`src/rtl/dpl_pkg.sv`:
```
// Package: shared widths and the holding-register address encoding.
// Assumes: two channels, each code split as an 8-bit low byte plus a 4-bit high nibble.
package dpl_pkg;
    localparam int LO_W   = 8;
    localparam int HI_W   = 4;
    localparam int CODE_W = LO_W + HI_W;
    localparam int N_CH   = 2;

    typedef enum logic [1:0] {
        SLOT_A_LO = 2'd0,
        SLOT_A_HI = 2'd1,
        SLOT_B_LO = 2'd2,
        SLOT_B_HI = 2'd3
    } slot_e;
endpackage

```
`src/rtl/dpl_sync.sv`:
```
// Module: multi-bit two-flop synchroniser for independent single-bit strobes.
// Assumes: each bit is an unrelated level; resets to RST_VAL (inactive).
module dpl_sync #(
    parameter int          W       = 3,
    parameter logic [W-1:0] RST_VAL = '1
) (
    input  logic         clk,
    input  logic         rst_n,
    input  logic [W-1:0] d_in,
    output logic [W-1:0] d_out
);
    logic [W-1:0] stage1;
    logic [W-1:0] stage2;

    // Two register stages per bit to settle metastable samples.
    always_ff @(posedge clk) begin
        if (!rst_n) begin
            stage1 <= RST_VAL;
            stage2 <= RST_VAL;
        end else begin
            stage1 <= d_in;
            stage2 <= stage1;
        end
    end

    assign d_out = stage2;
endmodule

```
`src/rtl/dpl_hold_bank.sv`:
```
// Module: four addressed holding registers (low byte + high nibble per channel).
// Assumes: wr_en is already synchronised; addr and data are stable while it is high.
module dpl_hold_bank
    import dpl_pkg::*;
(
    input  logic                          clk,
    input  logic                          rst_n,
    input  logic                          wr_en,
    input  logic [1:0]                    addr,
    input  logic [LO_W-1:0]               data,
    output logic [N_CH-1:0][CODE_W-1:0]   hold_code
);
    localparam int LOW_HALF_OFF = 0;

    for (genvar ch = 0; ch < N_CH; ch++) begin : g_ch
        logic [LO_W-1:0] lo_q;
        logic [HI_W-1:0] hi_q;
        logic            hit;

        // Channel match on the upper address bit.
        assign hit = wr_en && (addr[1] == 1'(ch));

        // Store the byte or the low nibble depending on the lower address bit.
        always_ff @(posedge clk) begin
            if (!rst_n) begin
                lo_q <= '0;
                hi_q <= '0;
            end else if (hit) begin
                if (addr[0] == 1'b0) lo_q <= data;
                else                 hi_q <= data[LOW_HALF_OFF +: HI_W];
            end
        end

        assign hold_code[ch] = {hi_q, lo_q};
    end
endmodule

```
`src/rtl/dpl_scale.sv`:
```
// Module: digital model of the multiplying stage, out = floor(-ref * code / 2^CODE_W).
// Assumes: combinational; result truncated to REF_W bits (fits for all inputs).
module dpl_scale #(
    parameter int REF_W  = 16,
    parameter int CODE_W = 12
) (
    input  logic signed [REF_W-1:0]  ref_in,
    input  logic        [CODE_W-1:0] code,
    output logic signed [REF_W-1:0]  out_val
);
    localparam int PROD_W = REF_W + CODE_W + 2;

    logic signed [REF_W:0]    neg_ref;
    logic signed [CODE_W:0]   code_s;
    logic signed [PROD_W-1:0] prod;
    logic signed [PROD_W-1:0] shifted;

    // Negate with one extra bit so the most negative reference is exact.
    always_comb begin
        neg_ref = -$signed({ref_in[REF_W-1], ref_in});
        code_s  = $signed({1'b0, code});
        prod    = PROD_W'(neg_ref) * PROD_W'(code_s);
        shifted = prod >>> CODE_W;
        out_val = shifted[REF_W-1:0];
    end
endmodule

```
`src/rtl/dpl_gap_monitor.sv`:
```
// Module: flags a load release that comes too soon after a write ends.
// Assumes: inputs are synchronised; load_rise is a one-cycle pulse.
module dpl_gap_monitor #(
    parameter int MIN_GAP = 3
) (
    input  logic clk,
    input  logic rst_n,
    input  logic wr_active,
    input  logic load_rise,
    input  logic clr,
    output logic err
);
    localparam int           CW    = $clog2(MIN_GAP + 1);
    localparam logic [CW-1:0] GAP_L = CW'(MIN_GAP);

    logic [CW-1:0] since_wr;
    logic          too_soon;

    // Clocks since the last active write cycle, saturating at the limit.
    always_ff @(posedge clk) begin
        if (!rst_n)                 since_wr <= GAP_L;
        else if (wr_active)         since_wr <= '0;
        else if (since_wr < GAP_L)  since_wr <= since_wr + 1'b1;
    end

    assign too_soon = load_rise && (wr_active || since_wr < GAP_L);

    // Sticky flag; a fresh violation beats a clear in the same cycle.
    always_ff @(posedge clk) begin
        if (!rst_n)        err <= 1'b0;
        else if (too_soon) err <= 1'b1;
        else if (clr)      err <= 1'b0;
    end
endmodule

```
`src/rtl/dac_pair_loader.sv`:
```
// Module: dual-channel double-buffered code loader with digital scaling outputs.
// Assumes: addr/bus_data stable for the whole write strobe plus two clocks;
// strobes asynchronous, synchronised here; synchronous active-low reset.
module dac_pair_loader
    import dpl_pkg::*;
#(
    parameter int REF_W   = 16,
    parameter int MIN_GAP = 3
) (
    input  logic                    clk,
    input  logic                    rst_n,
    input  logic [7:0]              bus_data,
    input  logic [1:0]              addr,
    input  logic                    sel_n,
    input  logic                    wr_n,
    input  logic                    load_n,
    input  logic                    ovl_clr,
    input  logic signed [REF_W-1:0] ref_in,
    output logic [11:0]             code_a,
    output logic [11:0]             code_b,
    output logic signed [REF_W-1:0] out_a,
    output logic signed [REF_W-1:0] out_b,
    output logic                    ovl_err
);
    localparam int N_STB = 3;

    logic [N_STB-1:0]                 stb_s;
    logic                             sel_s_n, wr_s_n, load_s_n;
    logic                             load_prev_n;
    logic                             wr_active, load_active, load_rise;
    logic [N_CH-1:0][CODE_W-1:0]      hold_code;
    logic [N_CH-1:0][CODE_W-1:0]      code_q;
    logic signed [N_CH-1:0][REF_W-1:0] scaled;

    dpl_sync #(.W(N_STB), .RST_VAL('1)) i_sync (
        .clk   (clk),
        .rst_n (rst_n),
        .d_in  ({load_n, wr_n, sel_n}),
        .d_out (stb_s)
    );

    assign sel_s_n  = stb_s[0];
    assign wr_s_n   = stb_s[1];
    assign load_s_n = stb_s[2];

    // Previous synchronised load level for rise detection.
    always_ff @(posedge clk) begin
        if (!rst_n) load_prev_n <= 1'b1;
        else        load_prev_n <= load_s_n;
    end

    assign wr_active   = !sel_s_n && !wr_s_n;
    assign load_active = !load_s_n;
    assign load_rise   = load_s_n && !load_prev_n;

    dpl_hold_bank i_hold (
        .clk       (clk),
        .rst_n     (rst_n),
        .wr_en     (wr_active),
        .addr      (addr),
        .data      (bus_data),
        .hold_code (hold_code)
    );

    // Output registers track the holding registers while load is active.
    always_ff @(posedge clk) begin
        if (!rst_n)           code_q <= '0;
        else if (load_active) code_q <= hold_code;
    end

    for (genvar ch = 0; ch < N_CH; ch++) begin : g_scale
        dpl_scale #(.REF_W(REF_W), .CODE_W(CODE_W)) i_scale (
            .ref_in  (ref_in),
            .code    (code_q[ch]),
            .out_val (scaled[ch])
        );
    end

    dpl_gap_monitor #(.MIN_GAP(MIN_GAP)) i_gap (
        .clk       (clk),
        .rst_n     (rst_n),
        .wr_active (wr_active),
        .load_rise (load_rise),
        .clr       (ovl_clr),
        .err       (ovl_err)
    );

    assign code_a = code_q[0];
    assign code_b = code_q[1];
    assign out_a  = scaled[0];
    assign out_b  = scaled[1];
endmodule

```
`config.mk`:
```
export PLATFORM = sky130hd
export DESIGN_NAME = dac_pair_loader
export DESIGN_NICKNAME = d
export VERILOG_FILES = /design/src/rtl/dpl_pkg.sv /design/src/rtl/dpl_sync.sv /design/src/rtl/dpl_hold_bank.sv /design/src/rtl/dpl_scale.sv /design/src/rtl/dpl_gap_monitor.sv /design/src/rtl/dac_pair_loader.sv
export SDC_FILE = /design/constraint.sdc
export NUM_CORES = 1
export LEC_CHECK = 0
export BUFFER_PORTS_ARGS = -buffer_cell sky130_fd_sc_hd__buf_2
export CAP_MARGIN = 0
export CORE_MARGIN = 8
export CORE_UTILIZATION = 65
export CTS_BUF_LIST = sky130_fd_sc_hd__clkbuf_16
export CTS_CLUSTER_DIAMETER = 60
export DETAILED_ROUTE_END_ITERATION = 12
export GPL_ROUTABILITY_DRIVEN = 0
export HOLD_SLACK_MARGIN = 0.15
export PLACE_DENSITY = 0.84
export SLEW_MARGIN = 15
export SYNTH_ARGS = -nofsm -noshare
export SYNTH_HDL_FRONTEND = slang
export SYNTH_HIERARCHICAL = 1
export SYNTH_SLANG_ARGS = --single-unit
```
`constraint.sdc`:
```
create_clock -name clk -period 9.9 [get_ports clk]
set_input_delay 0.99 -clock clk [delete_from_list [all_inputs] [get_ports clk]]
set_output_delay 0.99 -clock clk [all_outputs]
set_load 0.1 [all_outputs]
```
### Yosys cells after proc, flatten, opt, wreduce, memory -nomap -nowiden

Index checks and enable logic that the tools add are counted.

* $mul: 2
* reduce and logical (&&, ||, !) cells: 15
* muxes and demuxes: 4
* $lt $le $gt $ge: 1
* bitwise operators: 2
* add/sub/neg operators: 2

Operator list (count)
* 17-bit by 13-bit multiplier with 28-bit output: 2
* 16-bit negator with 17-bit output: 1
* 2-bit AND reduction: 4
* 1-bit logical AND: 5
* 2-bit two-way mux: 2
* 2-bit nonzero test: 2
* 1-bit zero test: 3
* 2-bit by 1-bit adder with 2-bit output (second input constant): 1
* 2-bit less-than comparator (second input constant): 1
* 1-bit two-way mux: 2
* 1-bit NOT: 2
* 1-bit logical OR: 1

* logic and storage cells: 37
* input bits: 32
* bits in registers: 58
* output and inout bits: 57

### Longest topological paths before layout

Gate-level depths: netlist of run 1.

* depth after elaboration: 5
* gate-level depth with buffers: 27
* gate-level depth less buffers: 25

### Modules after synthesis

The synthesis of run 1 kept the hierarchy.

Modules (own cells, without submodules)
* dpl_scale (g_scale[1].i_scale): instances 1, area an instance 7414.6 um2, seq. area each 0.0 um2, cells each 866
* dpl_scale (g_scale[0].i_scale): instances 1, area an instance 7354.6 um2, seq. area each 0.0 um2, cells each 844
* dac_pair_loader: instances 1, area an instance 965.9 um2, seq. area each 500.5 um2, cells each 81
* dpl_hold_bank: instances 1, area an instance 897.1 um2, seq. area each 480.5 um2, cells each 89
* dpl_sync: instances 1, area an instance 157.7 um2, seq. area each 120.1 um2, cells each 12
* dpl_gap_monitor: instances 1, area an instance 123.9 um2, seq. area each 60.1 um2, cells each 12

### Worst setup path after synthesis of run 1

Ideal clock, no wire load.

* path type: input port to output port
* start point: in ref_in[0]
* end point: out out_a[14]
* cell stages on the path: 24
* required time: 8.910 ns
* buffers on the path: 2
* setup slack: -1.159 ns
* arrival time: 10.069 ns
* cells stage by stage: clkbuf_1 > inv_1 > ha_1 > nand2b_1 > or4_4 > nor3_1 > xnor2_1 > clkbuf_1 > and2_1 > fa_1 > fa_1 > fa_1 > fa_1 > inv_1 > fa_1 > inv_1 > ha_1 > a21oi_1 > o21bai_1 > a211oi_1 > o31a_1 > o21ba_2 > a211oi_1 > o311ai_0

* word-level cells in the longest chain between the ends: 2

Ends and longest elaborated chain
* from (decl): line dac_pair_loader.sv:18 `input logic signed [REF_W-1:0] ref_in,`
* 16-bit negator with 17-bit output: line dpl_scale.sv:20 `neg_ref = -$signed({ref_in[REF_W-1], ref_in});`
* 17-bit by 13-bit multiplier with 28-bit output: line dpl_scale.sv:22 `prod = PROD_W'(neg_ref) * PROD_W'(code_s);`
* to (decl): line dac_pair_loader.sv:21 `output logic signed [REF_W-1:0] out_a,`

Every way passes these cells.

### Worst setup path in the final report of run 1

* start point: in ref_in[0]
* end point: out out_b[14]

* word-level cells in the longest chain between the ends: 2

Ends and longest elaborated chain
* 16-bit negator with 17-bit output: line dpl_scale.sv:20
* 17-bit by 13-bit multiplier with 28-bit output: line dpl_scale.sv:22
* to (decl): line dac_pair_loader.sv:22 `output logic signed [REF_W-1:0] out_b,`

Every way passes these cells.

==> results of run 1 <==
-- power breakdown --
part	leakage, nW	switching [mW]	internal [mW]
Combinational	8.95	0.0677	0.0308
Clock	0.120	0.102	0.165
Sequential	0.469	0.00243	0.238
-- through the flow --
| stage | utilization (%) | worst slack [ns] | power (mW) | cell area (sq um) |
|---|---|---|---|---|
| 5_1_grt | 69.01 | 0.1112 | 0.6300 | 17830 |
| 4_1_cts | 68.97 | 0.6382 | 0.6088 | 17820 |
| 6_report | 69.02 | 0.6019 | 0.6062 | 17830 |
| 3_5_place_dp | 67.97 | 0.6579 | 0.3427 | 17560 |
| 3_3_place_gp | 67.97 | 0.8712 | 0.3399 | 17560 |
| 2_1_floorplan | - | 0.02444 | 0.3042 | 16910 |
-- critical path, stage by stage --
cell and delay (ns):
sky130_fd_sc_hd__buf_2 0.45, sky130_fd_sc_hd__inv_1 0.10, sky130_fd_sc_hd__ha_1 0.25, sky130_fd_sc_hd__or3b_4 0.27, sky130_fd_sc_hd__nor2_4 0.05, sky130_fd_sc_hd__a21oi_1 0.66
sky130_fd_sc_hd__nand2_1 0.22, sky130_fd_sc_hd__inv_1 0.17, sky130_fd_sc_hd__fa_1 0.48, sky130_fd_sc_hd__inv_1 0.11, sky130_fd_sc_hd__fa_1 0.59, sky130_fd_sc_hd__inv_1 0.21
sky130_fd_sc_hd__fa_1 0.46, sky130_fd_sc_hd__fa_1 0.54, sky130_fd_sc_hd__inv_1 0.05, sky130_fd_sc_hd__fa_1 0.48, sky130_fd_sc_hd__inv_1 0.05, sky130_fd_sc_hd__ha_1 0.38
sky130_fd_sc_hd__nand3_1 0.16, sky130_fd_sc_hd__or4_1 0.53, sky130_fd_sc_hd__o211ai_1 0.27, sky130_fd_sc_hd__a21o_1 0.16, sky130_fd_sc_hd__a21oi_1 0.08, sky130_fd_sc_hd__xnor2_1 0.13
sky130_fd_sc_hd__buf_2 0.44
-- final cells by class --
cell class / instances / area (sq um) / area share [%]
diodes: 5 / 12.51 / 0.07016
clock inverters: 6 / 35.03 / 0.1964
flip-flops and latches: 58 / 1161 / 6.511
inverters: 467 / 1753 / 9.829
clock buffers: 9 / 225.2 / 1.263
well taps: 335 / 419.2 / 2.350
repair buffers: 108 / 590.6 / 3.312
multi-input cells: 1301 / 13640 / 76.47
-- registers in the layout, indices dropped and copies added, names as in the netlist --
| signal | flops |
|---|---|
| load_prev_n | 1 |
| i_hold/g_ch.lo_q | 16 |
| i_gap/since_wr | 2 |
| i_sync/stage1 | 3 |
| code_a | 12 |
| i_sync/d_out | 3 |
| code_b | 12 |
| i_hold/g_ch.hi_q | 8 |
| i_gap/err | 1 |
-- worst min-delay path by stage --
stage	depth (start not counted)	slack, ns	endpoint
6_report	1	0.40	i_sync/d_out[2]$_SDFF_PN1_
5_1_grt	1	0.42	i_sync/d_out[2]$_SDFF_PN1_
4_1_cts	1	0.41	i_sync/d_out[2]$_SDFF_PN1_
3_5_place_dp	1	0.39	i_sync/d_out[2]$_SDFF_PN1_
3_3_place_gp	1	0.39	i_sync/d_out[2]$_SDFF_PN1_
2_1_floorplan	1	0.39	i_sync/d_out[0]$_SDFF_PN1_
-- per-layer routing --
layer	up-vias	global-route usage [%]
li1	5686	-
met1	6234	31.78
met2	425	45.87
met3	79	3.298
met4	4	6.669
met5	-	0
-- kinds of logic (layout without fill, tap and decap cells) --
group / count (synthesis) / in the layout / share of synthesized area, %
muxes: 50 / 50 / 2.959
other: 0 / 5 / 0
DFF: 58 / 58 / 6.865
adders and majority gates: 481 / 481 / 51.12
buffers and inverters: 545 / 590 / 12.51
xor gates and xnor gates: 82 / 82 / 4.490
AOI/OAI and AO/OA: 91 / 91 / 3.506
and+or+nand+nor: 597 / 597 / 18.55
-- cell usage in the layout (no fill, tap or decap), drive strengths merged, types with 3 or more instances in the layout --
| cell type | instances |
|---|---|
| or2 | 3 |
| fa | 350 |
| o211ai | 3 |
| nor2 | 41 |
| clkbuf | 9 |
| nor3 | 18 |
| xnor2 | 49 |
| nand2 | 220 |
| clkinv | 4 |
| diode | 5 |
| xnor3 | 3 |
| xor2 | 30 |
| and2 | 231 |
| inv | 467 |
| ha | 131 |
| buf | 108 |
| nor2b | 31 |
| a211oi | 4 |
| nand4 | 9 |
| o31ai | 4 |
| nand3 | 11 |
| or3 | 5 |
| a21o | 3 |
| a21oi | 32 |
| o21bai | 3 |
| dfxtp | 58 |
| mux2i | 50 |
| o21ai | 17 |
| or4 | 5 |
| nor4 | 5 |
| o31a | 3 |
| a31oi | 4 |
| nand2b | 12 |
| o21a | 4 |
==> reports/metrics.cfg, run 1 <==
[setup_path]
cp_data_arrival_time_ns = 8.31
timing.rr.start = i_sync/d_out[1]$_SDFF_PN1_
path_max_fanout = 27
crit-reg2reg-capture = i_hold/g_ch[0].lo_q[3]$_SDFFE_PN0P_
worst_setup_path_start_kind = input port
ff2ff_path_depth = 3
required_ns = 8.91
timing.reg2reg.setup_slack_ns = 8.30
cp-end-kind = primary output
worst-setup-path-type = input port to primary output
worstSetupEndpoint = out_b[14]
critPathLaunch = ref_in[0]

[status]
outcome = complete, no violations

[cells_and_area]
layout-drive-gt1-share_pct = 7.132
syn_to_final_growth_pct = 5.437
instances_no_fill = 2289
nNetsFinal = 2458
fillCellCount = 1982

[clocking]
clkLatencyLatePin_ns = 0.32
post_cts_resized = 0
cts_clk_pin_slew_worst_paths_ns = 0.05
cts.path.max_buffers = 2
numCtsBuffers = 9
cts-hold-fix-buffers = 0
cts_tree = yes
cts_num_sinks = 58
ctsRootBufferMaster = sky130_fd_sc_hd__clkbuf_16
cts_setup_buffers = 0
clock_tree.htree_level_count = 3

[synth]
synthesis.instances = 1904
synth.yosys.warnings = 6
synth_area_leader_cell = sky130_fd_sc_hd__fa_1
yosysSeqAreaShare_pct = 6.865
edff_count_synth = 0
ys_dominant_reg_cell = sky130_fd_sc_hd__dfxtp_1
mappedNetlistNets = 2417
postSynth.asyncResetShare_pct = 0
synth_most_common_cell = sky130_fd_sc_hd__inv_1
flip_flop_and_latch_count_after_synthesis = 58
synth_common_cells = sky130_fd_sc_hd__inv_1 (467), sky130_fd_sc_hd__fa_1 (350), sky130_fd_sc_hd__and2_1 (229)
post_synth_num_cell_types = 61
netlist.area_leader.share_pct = 41.43
synth_area_leaders = sky130_fd_sc_hd__fa_1 (41%), sky130_fd_sc_hd__inv_1 (10%), sky130_fd_sc_hd__ha_1 (9.7%)
syn_avg_cell_area_sq_um = 8.883
netlist_area_sq_um = 16910

[placed_design]
port-buffer-count = 88
detailedPlacementHpwl_um = 30840
placed_cells = 2269

[global_route]
grt_first_pass_wirelength_um = 65500
grt_max_degree = 67
via_count_of_the_first_global_routing_pass = 13800
track_usage_pct = 25.45
grt_antenna_before_repair = 6
grt.overflow.total = 0

[pwr]
leakagePower_nw = 9.544
power_per_cell_area_nw_per_um2 = 33.99
irDropWorstVdd_mv = 0.06737

[drt]
detail_route.wirelength_um = 37240
first_iter_violations = 745
routed_wire_length_per_instance_um = 16.27
dr.pass1.iters = 5
highest_signal_layer_in_the_routed_design = met5
vias = 12430
m1WireLength_um = 14740
detail_route.drc_violations = 0
drtAntennaViolNets = 0
met3RoutedLength_um = 2345
routed_via_density = 5.429
wl_met2_um = 19190

[floorplanning]
design.die.area_sq_um = 31440
fp.dieW_um = 177.3
rows = 59
fp.dieH_um = 177.3
fp.coreArea_sq_um = 25840
start_util_pct = 65.46
pin_count = 89

[timing]
setup_viol = 0
final_count_of_pins_violating_max_slew = 0
max_freq_mhz = 107.5
timing.max_slew.rel_slack_pct = 29.76
timing.clock.skew_ns = 0.005765
rsz_0062_raised_after_global_routing = false
post_route_minimum_period_ns = 9.298
post-route-period-util_pct = 93.92
hold_slack_ns = 0.4042
worst_pin_slew_ns = 1.046
setup_tns_ns = 0
hold_violations = 0

[min_path]
holdCritStartpoint = i_sync/stage1[2]$_SDFF_PN1_
hold_path_class = flip-flop to flip-flop

[flow_run]
drv.max_cap_violation_count = 0

Note: power is estimated with default switching activity, not from simulation.
==> run 2, diff against run 1 <==
--- a/config.mk
+++ b/config.mk
@@ -6,4 +6,5 @@
 export NUM_CORES = 1
 export LEC_CHECK = 0
+export ABC_AREA = 1
 export BUFFER_PORTS_ARGS = -buffer_cell sky130_fd_sc_hd__buf_2
 export CAP_MARGIN = 0
==> constraint.sdc (replaced) <==
create_clock -name clk -period 9.9 [get_ports clk]
set_input_delay 0.99 -clock clk [delete_from_list [all_inputs] [get_ports clk]]
set_output_delay 0.99 -clock clk [all_outputs]
set_load 0.01 [all_outputs]
==> reports/metrics.cfg, run 2 <==
[status]
outcome = complete, no violations  ; unchanged

[synth]
yosysSeqAreaShare_pct = 6.358  ; was 6.865%
synth_common_cells = sky130_fd_sc_hd__inv_1 (691), sky130_fd_sc_hd__nand2_1 (570), sky130_fd_sc_hd__nor2_1 (393)  ; was sky130_fd_sc_hd__inv_1 (467), sky130_fd_sc_hd__fa_1 (350), sky130_fd_sc_hd__and2_1 (229)
mappedNetlistNets = 3067  ; was 2,417
post_synth_num_cell_types = 48  ; was 61
synth_most_common_cell = sky130_fd_sc_hd__inv_1  ; unchanged
netlist.area_leader.share_pct = 38.37  ; was 41.43%
synthesis.instances = 2554  ; was 1,904
syn_avg_cell_area_sq_um = 7.150  ; was 8.883 sq um
synth_area_leaders = sky130_fd_sc_hd__fa_1 (38%), sky130_fd_sc_hd__inv_1 (14%), sky130_fd_sc_hd__nand2_1 (12%)  ; was sky130_fd_sc_hd__fa_1 (41%), sky130_fd_sc_hd__inv_1 (10%), sky130_fd_sc_hd__ha_1 (9.7%)
synth.yosys.warnings = 6  ; unchanged
edff_count_synth = 0  ; unchanged
netlist_area_sq_um = 18260  ; was 16,910 sq um
synth_area_leader_cell = sky130_fd_sc_hd__fa_1  ; unchanged
flip_flop_and_latch_count_after_synthesis = 58  ; unchanged
ys_dominant_reg_cell = sky130_fd_sc_hd__dfxtp_1  ; unchanged
postSynth.asyncResetShare_pct = 0  ; unchanged

[placed_design]
detailedPlacementHpwl_um = 39140  ; was 30,840 um
port-buffer-count = 88  ; unchanged

[min_path]
hold-path-endpoint = i_sync/d_out[1]$_SDFF_PN1_  ; was i_sync/d_out[2]$_SDFF_PN1_
hold_path_class = flip-flop to flip-flop  ; unchanged
min_delay_path_depth = 2  ; was 1
holdCritStartpoint = i_sync/stage1[1]$_SDFF_PN1_  ; was i_sync/stage1[2]$_SDFF_PN1_

[drt]
detail_route.drc_violations = 0  ; unchanged
vias = 16060  ; was 12,430
first_iter_violations = 1674  ; was 745
routed_via_density = 5.370  ; was 5.429
detail_route.wirelength_um = 46400  ; was 37,240 um
drtAntennaViolNets = 0  ; unchanged
dr.pass1.iters = 8  ; was 5
routed_wire_length_per_instance_um = 15.52  ; was 16.27 um

[clocking]
cts_tree = yes  ; unchanged
cts_setup_buffers = 0  ; unchanged
numCtsBuffers = 9  ; unchanged
cts_num_sinks = 58  ; unchanged
ctsRootBufferMaster = sky130_fd_sc_hd__clkbuf_16  ; unchanged
clkLatencyLatePin_ns = 0.32  ; about the same
cts.path.max_buffers = 2  ; unchanged
cts_clk_pin_slew_worst_paths_ns = 0.05  ; about the same
clock_tree.htree_level_count = 3  ; unchanged
post_cts_resized = 0  ; unchanged
cts-hold-fix-buffers = 0  ; unchanged

[floorplanning]
rows = 61  ; was 59
fp.dieH_um = 183.6  ; was 177.3 um
design.die.area_sq_um = 33710  ; was 31,440 sq um
pin_count = 89  ; unchanged
fp.coreArea_sq_um = 27710  ; was 25,840 sq um
fp.dieW_um = 183.6  ; was 177.3 um
start_util_pct = 65.91  ; was 65.46%

[setup_path]
path_max_fanout = 26  ; was 27
ff2ff_path_depth = 5  ; was 3
crit_family = adder cells  ; unchanged
crit-reg2reg-capture = i_hold/g_ch[0].hi_q[2]$_SDFFE_PN0P_  ; was i_hold/g_ch[0].lo_q[3]$_SDFFE_PN0P_
timing.reg2reg.setup_slack_ns = 8.14  ; was 8.30 ns
required_ns = 8.91  ; about the same
cp-end-kind = primary output  ; unchanged
cpPeakStageDelay_ns = 0.79  ; was 0.66 ns
cp_data_arrival_time_ns = 7.51  ; was 8.31 ns
timing.rr.start = i_sync/d_out[1]$_SDFF_PN1_  ; unchanged
timing.critical_path.buf_inv = 7  ; was 8
worst-setup-path-type = input port to primary output  ; unchanged
worst_setup_path_start_kind = input port  ; unchanged
critPathSlowestCell = sky130_fd_sc_hd__fa_1  ; was sky130_fd_sc_hd__a21oi_1

[pwr]
power_per_cell_area_nw_per_um2 = 87.17  ; was 33.99 nW/um^2
power.switching_fraction_pct = 50.59  ; was 28.37%
power.internal_mw = 0.8271  ; was 0.4342 mW
p_comb_share_pct = 68.3  ; was 16.3%
net-switching-power_mw = 0.8470  ; was 0.1720 mW
p_clk_share_pct = 15.6  ; was 44.0%
irDropWorstVdd_mv = 0.1145  ; was 0.06737 mV
leakagePower_nw = 11.00  ; was 9.544 nW
sequentialPowerShare_pct = 16.1  ; was 39.7%

[timing]
setup_viol = 0  ; unchanged
hold_violations = 0  ; unchanged
max_freq_mhz = 117.7  ; was 107.5 MHz
post_route_minimum_period_ns = 8.497  ; was 9.298 ns
timing.clock.skew_ns = 0.005300  ; was 0.005765 ns
hold_slack_ns = 0.3975  ; was 0.4042 ns
setup_tns_ns = 0  ; unchanged
post-route-period-util_pct = 85.83  ; was 93.92%
rsz_0062_raised_after_global_routing = false  ; unchanged
worst_pin_slew_ns = 0.9564  ; was 1.046 ns
final_count_of_pins_violating_max_slew = 0  ; unchanged
timing.max_slew.rel_slack_pct = 36.24  ; was 29.76%

[cells_and_area]
layout_commonest_cell = sky130_fd_sc_hd__inv_1  ; unchanged
largest_register_ffs = 16  ; unchanged
layout-drive-gt1-share_pct = 6.590  ; was 7.132%
nNetsFinal = 3119  ; was 2,458
top_library_cells_by_usage_in_the_layout_fill_and_taps_aside = sky130_fd_sc_hd__inv_1 (692), sky130_fd_sc_hd__nand2_1 (570), sky130_fd_sc_hd__nor2_1 (393)  ; was sky130_fd_sc_hd__inv_1 (467), sky130_fd_sc_hd__fa_1 (350), sky130_fd_sc_hd__and2_1 (229)
syn_to_final_growth_pct = 5.166  ; was 5.437%
registers.top_by_ff_count = i_hold/g_ch.lo_q  ; unchanged

[flow_run]
drv.max_cap_violation_count = 0  ; unchanged

[global_route]
grt.overflow.total = 0  ; unchanged
grt_antenna_before_repair = 8  ; was 6
track_usage_pct = 28.64  ; was 25.45%
via_count_of_the_first_global_routing_pass = 16740  ; was 13,800
grt_max_degree = 59  ; was 67
grt_first_pass_wirelength_um = 78400  ; was 65,500 um

-- run 2: cell count changes after synthesis, sizes merged, moves of 7 or more --
cell,delta
a21boi,+7
xnor2,-40
clkbuf,-32
nand2,+370
nor2,+363
inv,+237
and2,-230
a21oi,+17
mux2i,-50
nor2b,-31
nand2b,-12
o21ai,+10
nand4,+11
nand3,+72
-- run 2: worst max-delay path by stage --
| stage | cells past startpoint | end | startpoint | slack (ns) |
|---|---|---|---|---|
| floorplan | 30 | out_b[13] | ref_in[0] | 2.44 |
| global placement | 30 | out_b[13] | ref_in[0] | 1.77 |
| detailed placement | 30 | out_b[13] | ref_in[0] | 1.58 |
| CTS | 30 | out_b[13] | ref_in[0] | 1.57 |
| global route | 27 | out_b[12] | ref_in[0] | 0.96 |
| finish | 27 | out_b[12] | ref_in[0] | 1.40 |
-- run 2: final cells by class --
| class | count | area, sq um |
|---|---|---|
| Antenna cell | 2 | 5.005 |
| Clock buffer | 9 | 225.2 |
| Clock inverter | 6 | 26.28 |
| Fill cell | 2251 | 8501 |
| Inverter | 710 | 2670 |
| Multi-Input combinational cell | 1736 | 14180 |
| Sequential cell | 58 | 1161 |
| Tap cell | 378 | 473.0 |
| Timing Repair Buffer | 91 | 462.9 |
-- run 2: kinds of logic (layout without fill, tap and decap cells) --
kind of cell / after synthesis / in the layout / synth area share, %
other: 0 / 2 / 0
AND/OR/NAND/NOR: 1123 / 1123 / 25.36
adder cells (fa/ha/maj): 481 / 481 / 47.34
AO/OA/AOI/OAI: 97 / 97 / 3.049
flip-flops: 58 / 58 / 6.358
XOR/XNOR: 35 / 35 / 1.905
buffers and inverters: 760 / 816 / 15.98
-- run 2: metrics by stage --
stage,instances,utilization [%],setup slack [ns],power (mW),cell area (sq um)
6_report,2990,69.32,1.403,1.674,19200
5_1_grt,2990,69.32,0.9630,1.855,19200
4_1_cts,2988,69.30,1.568,1.673,19200
3_5_place_dp,2973,68.39,1.581,1.408,18950
3_3_place_gp,2973,68.39,1.770,1.364,18950
2_1_floorplan,2554,-,2.440,1.076,18260
-- run 2: metal layers --
metal | share of wire [%] | global-route usage [%]
met1 | 39 | 36.59
met2 | 46 | 46.54
met3 | 12 | 7.787
met4 | 3.4 | 9.694
met5 | 0.15 | 0
-- run 2: worst min-delay path: stages, from the launching register on --
cell	delay (ns)
sky130_fd_sc_hd__dfxtp_1	0.30
sky130_fd_sc_hd__inv_1	0.03
sky130_fd_sc_hd__nand2_1	0.04
-- run 2: power by group through the flow --
stage                     sequential, mW  clock, mW  combinational (mW)
after global placement             0.271          0                1.09
after floorplan                    0.258          0               0.817
after detailed placement           0.272          0                1.14
after CTS                          0.267      0.263                1.14
final                              0.269      0.260                1.14
after global routing               0.270      0.275                1.31
==> run 3, diff against run 2 <==
--- a/config.mk
+++ b/config.mk
@@ -17,4 +17,5 @@
 export HOLD_SLACK_MARGIN = 0.15
 export PLACE_DENSITY = 0.84
+export RECOVER_POWER = 25
 export SLEW_MARGIN = 15
 export SYNTH_ARGS = -nofsm -noshare
==> constraint.sdc (replaced) <==
create_clock -name clk -period 9.9 [get_ports clk]
set_input_delay 0.99 -clock clk [delete_from_list [all_inputs] [get_ports clk]]
set_output_delay 0.99 -clock clk [all_outputs]
set_load 0.05 [all_outputs]
==> reports/metrics.cfg, run 3 (same netlist as run 2, synthesis figures left out) <==
[setup_path]
path_max_fanout = 26  ; unchanged
worst-setup-path-type = input port to primary output  ; unchanged
timing.reg2reg.setup_slack_ns = 7.91  ; was 8.14 ns
crit_family = adder cells  ; unchanged
ff2ff_path_depth = 5  ; unchanged
cp_data_arrival_time_ns = 7.57  ; was 7.51 ns
timing.critical_path.buf_inv = 8  ; was 7
crit-reg2reg-capture = i_hold/g_ch[0].hi_q[0]$_SDFFE_PN0P_  ; was i_hold/g_ch[0].hi_q[2]$_SDFFE_PN0P_
required_ns = 8.91  ; about the same
critical_path.most_common_cell = sky130_fd_sc_hd__nand2_1
timing.rr.start = i_sync/d_out[1]$_SDFF_PN1_  ; unchanged
cpPeakStageDelay_ns = 0.79  ; about the same
cp-end-kind = primary output  ; unchanged
worst_setup_path_start_kind = input port  ; unchanged
critPathSlowestCell = sky130_fd_sc_hd__fa_1  ; unchanged

[clocking]
cts_clk_pin_slew_worst_paths_ns = 0.05  ; about the same
cts.path.max_buffers = 2  ; unchanged
cts_setup_buffers = 0  ; unchanged
clock_tree.htree_level_count = 3  ; unchanged
cts_num_sinks = 58  ; unchanged
post_cts_resized = 0  ; unchanged
cts-hold-fix-buffers = 0  ; unchanged
cts_tree = yes  ; unchanged
ctsRootBufferMaster = sky130_fd_sc_hd__clkbuf_16  ; unchanged
clkLatencyLatePin_ns = 0.32  ; about the same
numCtsBuffers = 9  ; unchanged

[global_route]
grt.overflow.total = 0  ; unchanged
grt_antenna_before_repair = 8  ; unchanged
grt_max_degree = 59  ; unchanged
grt_most_used_layer = met2  ; unchanged
gr-usage-met1_pct = 35.44  ; was 36.59%
grt_first_pass_wirelength_um = 77920  ; was 78,400 um
track_usage_pct = 28.35  ; was 28.64%
via_count_of_the_first_global_routing_pass = 16870  ; was 16,740
grt_use_met2_pct = 46.74  ; was 46.54%
met3_usage_pct = 7.727  ; was 7.787%

[cells_and_area]
instances_no_fill = 2993  ; was 2,990
layout-drive-gt1-share_pct = 6.626  ; was 6.590%
registers.top_by_ff_count = i_hold/g_ch.lo_q  ; unchanged
top_library_cells_by_usage_in_the_layout_fill_and_taps_aside = sky130_fd_sc_hd__inv_1 (692), sky130_fd_sc_hd__nand2_1 (570), sky130_fd_sc_hd__nor2_1 (393)  ; unchanged
syn_to_final_growth_pct = 5.509  ; was 5.166%
largest_register_ffs = 16  ; unchanged
layout_commonest_cell = sky130_fd_sc_hd__inv_1  ; unchanged
nNetsFinal = 3119  ; unchanged

[drt]
drtAntennaViolNets = 0  ; unchanged
dr.pass1.iters = 5  ; was 8
detail_route.drc_violations = 0  ; unchanged
routed_via_density = 5.399  ; was 5.370
detail_route.wirelength_um = 46290  ; was 46,400 um
vias = 16160  ; was 16,060
routed_wire_length_per_instance_um = 15.46  ; was 15.52 um
first_iter_violations = 1449  ; was 1,674

[floorplanning]
rows = 61  ; unchanged
fp.dieH_um = 183.6  ; unchanged
design.die.area_sq_um = 33710  ; unchanged
fp.coreArea_sq_um = 27710  ; unchanged
pin_count = 89  ; unchanged
fp.dieW_um = 183.6  ; unchanged
start_util_pct = 65.91  ; unchanged

[placed_design]
port-buffer-count = 88  ; unchanged
detailedPlacementHpwl_um = 38940  ; was 39,140 um
placed_cells = 2973  ; unchanged

[pwr]
irDropWorstVdd_mv = 0.1496  ; was 0.1145 mV
power_per_cell_area_nw_per_um2 = 103.9  ; was 87.17 nW/um^2
total_power_mw = 2.002  ; was 1.674 mW
leakagePower_nw = 11.02  ; was 11.00 nW

[timing]
timing.clock.skew_ns = 0.003510  ; was 0.005300 ns
hold_violations = 0  ; unchanged
rsz_0062_raised_after_global_routing = false  ; unchanged
worst_pin_slew_ns = 2.291  ; was 0.9564 ns
post_route_minimum_period_ns = 8.557  ; was 8.497 ns
max_freq_mhz = 116.9  ; was 117.7 MHz
post-route-period-util_pct = 86.44  ; was 85.83%
setup_viol = 0  ; unchanged
final_count_of_pins_violating_max_slew = 59  ; was 0
timing.max_slew.rel_slack_pct = -52.71  ; was 36.24%
setup_tns_ns = 0  ; unchanged

[status]
outcome = finished, violations left  ; was complete, no violations
failed_checks = max-capacitance violations, max-slew violations

[min_path]
min_delay_path_depth = 2  ; unchanged
holdCritStartpoint = i_sync/stage1[1]$_SDFF_PN1_  ; unchanged
hold_path_class = flip-flop to flip-flop  ; unchanged
hold-path-endpoint = i_sync/d_out[1]$_SDFF_PN1_  ; unchanged

[flow_run]
drv.max_cap_violation_count = 1  ; was 0

[run 3: cell type report]
class / instances / area, sq um
antenna: 4 / 10.01
tap: 378 / 473.0
inverter: 710 / 2670
sequential: 58 / 1161
clock buffer: 9 / 225.2
timing repair buffer: 91 / 461.7
fill: 2179 / 8438
clock inverter: 7 / 85.08
multi-input combinational: 1736 / 14180
[run 3: through the flow]
stage | instance area (sq um) | setup WS [ns] | utilization (%) | hold slack (ns)
6_report | 19270 | 1.343 | 69.54 | 0.4078
5_1_grt | 19260 | 0.9145 | 69.53 | 0.4450
4_1_cts | 19260 | 1.383 | 69.51 | 0.4093
3_5_place_dp | 18950 | 1.398 | 68.39 | 0.3985
3_3_place_gp | 18950 | 1.641 | 68.39 | 0.3850
2_1_floorplan | 18260 | 1.984 | - | 0.3795
[run 3: where the power goes]
part / internal (mW) / total, mW / switching [mW]
sequential: 0.245 / 0.269 / 0.0246
clock: 0.217 / 0.320 / 0.102
combinational: 0.421 / 1.41 / 0.992
[run 3: worst max path at each step]
stage	cells after the start	from	endpoint	slack, ns
2_1_floorplan	28	ref_in[0]	out_b[9]	1.98
3_3_place_gp	30	ref_in[0]	out_b[13]	1.64
3_5_place_dp	30	ref_in[0]	out_b[13]	1.40
4_1_cts	30	ref_in[0]	out_b[13]	1.38
5_1_grt	27	ref_in[0]	out_a[14]	0.91
6_report	30	ref_in[0]	out_b[13]	1.34
[run 3: worst reg2reg max path: stages (launching register included)]
cell and delay [ns]:
sky130_fd_sc_hd__dfxtp_1 0.29, sky130_fd_sc_hd__nor2_1 0.64, sky130_fd_sc_hd__nand3_1 0.45, sky130_fd_sc_hd__nand2_1 0.22
sky130_fd_sc_hd__nand2_1 0.10, sky130_fd_sc_hd__nor2_1 0.20
[run 3: per-layer routing]
| layer | vias up | wire (um) |
|---|---|---|
| li1 | 7441 | - |
| met2 | 854 | 21530 |
| met5 | - | 56 |
| met1 | 7705 | 17610 |
| met4 | 10 | 1563 |
| met3 | 148 | 5523 |
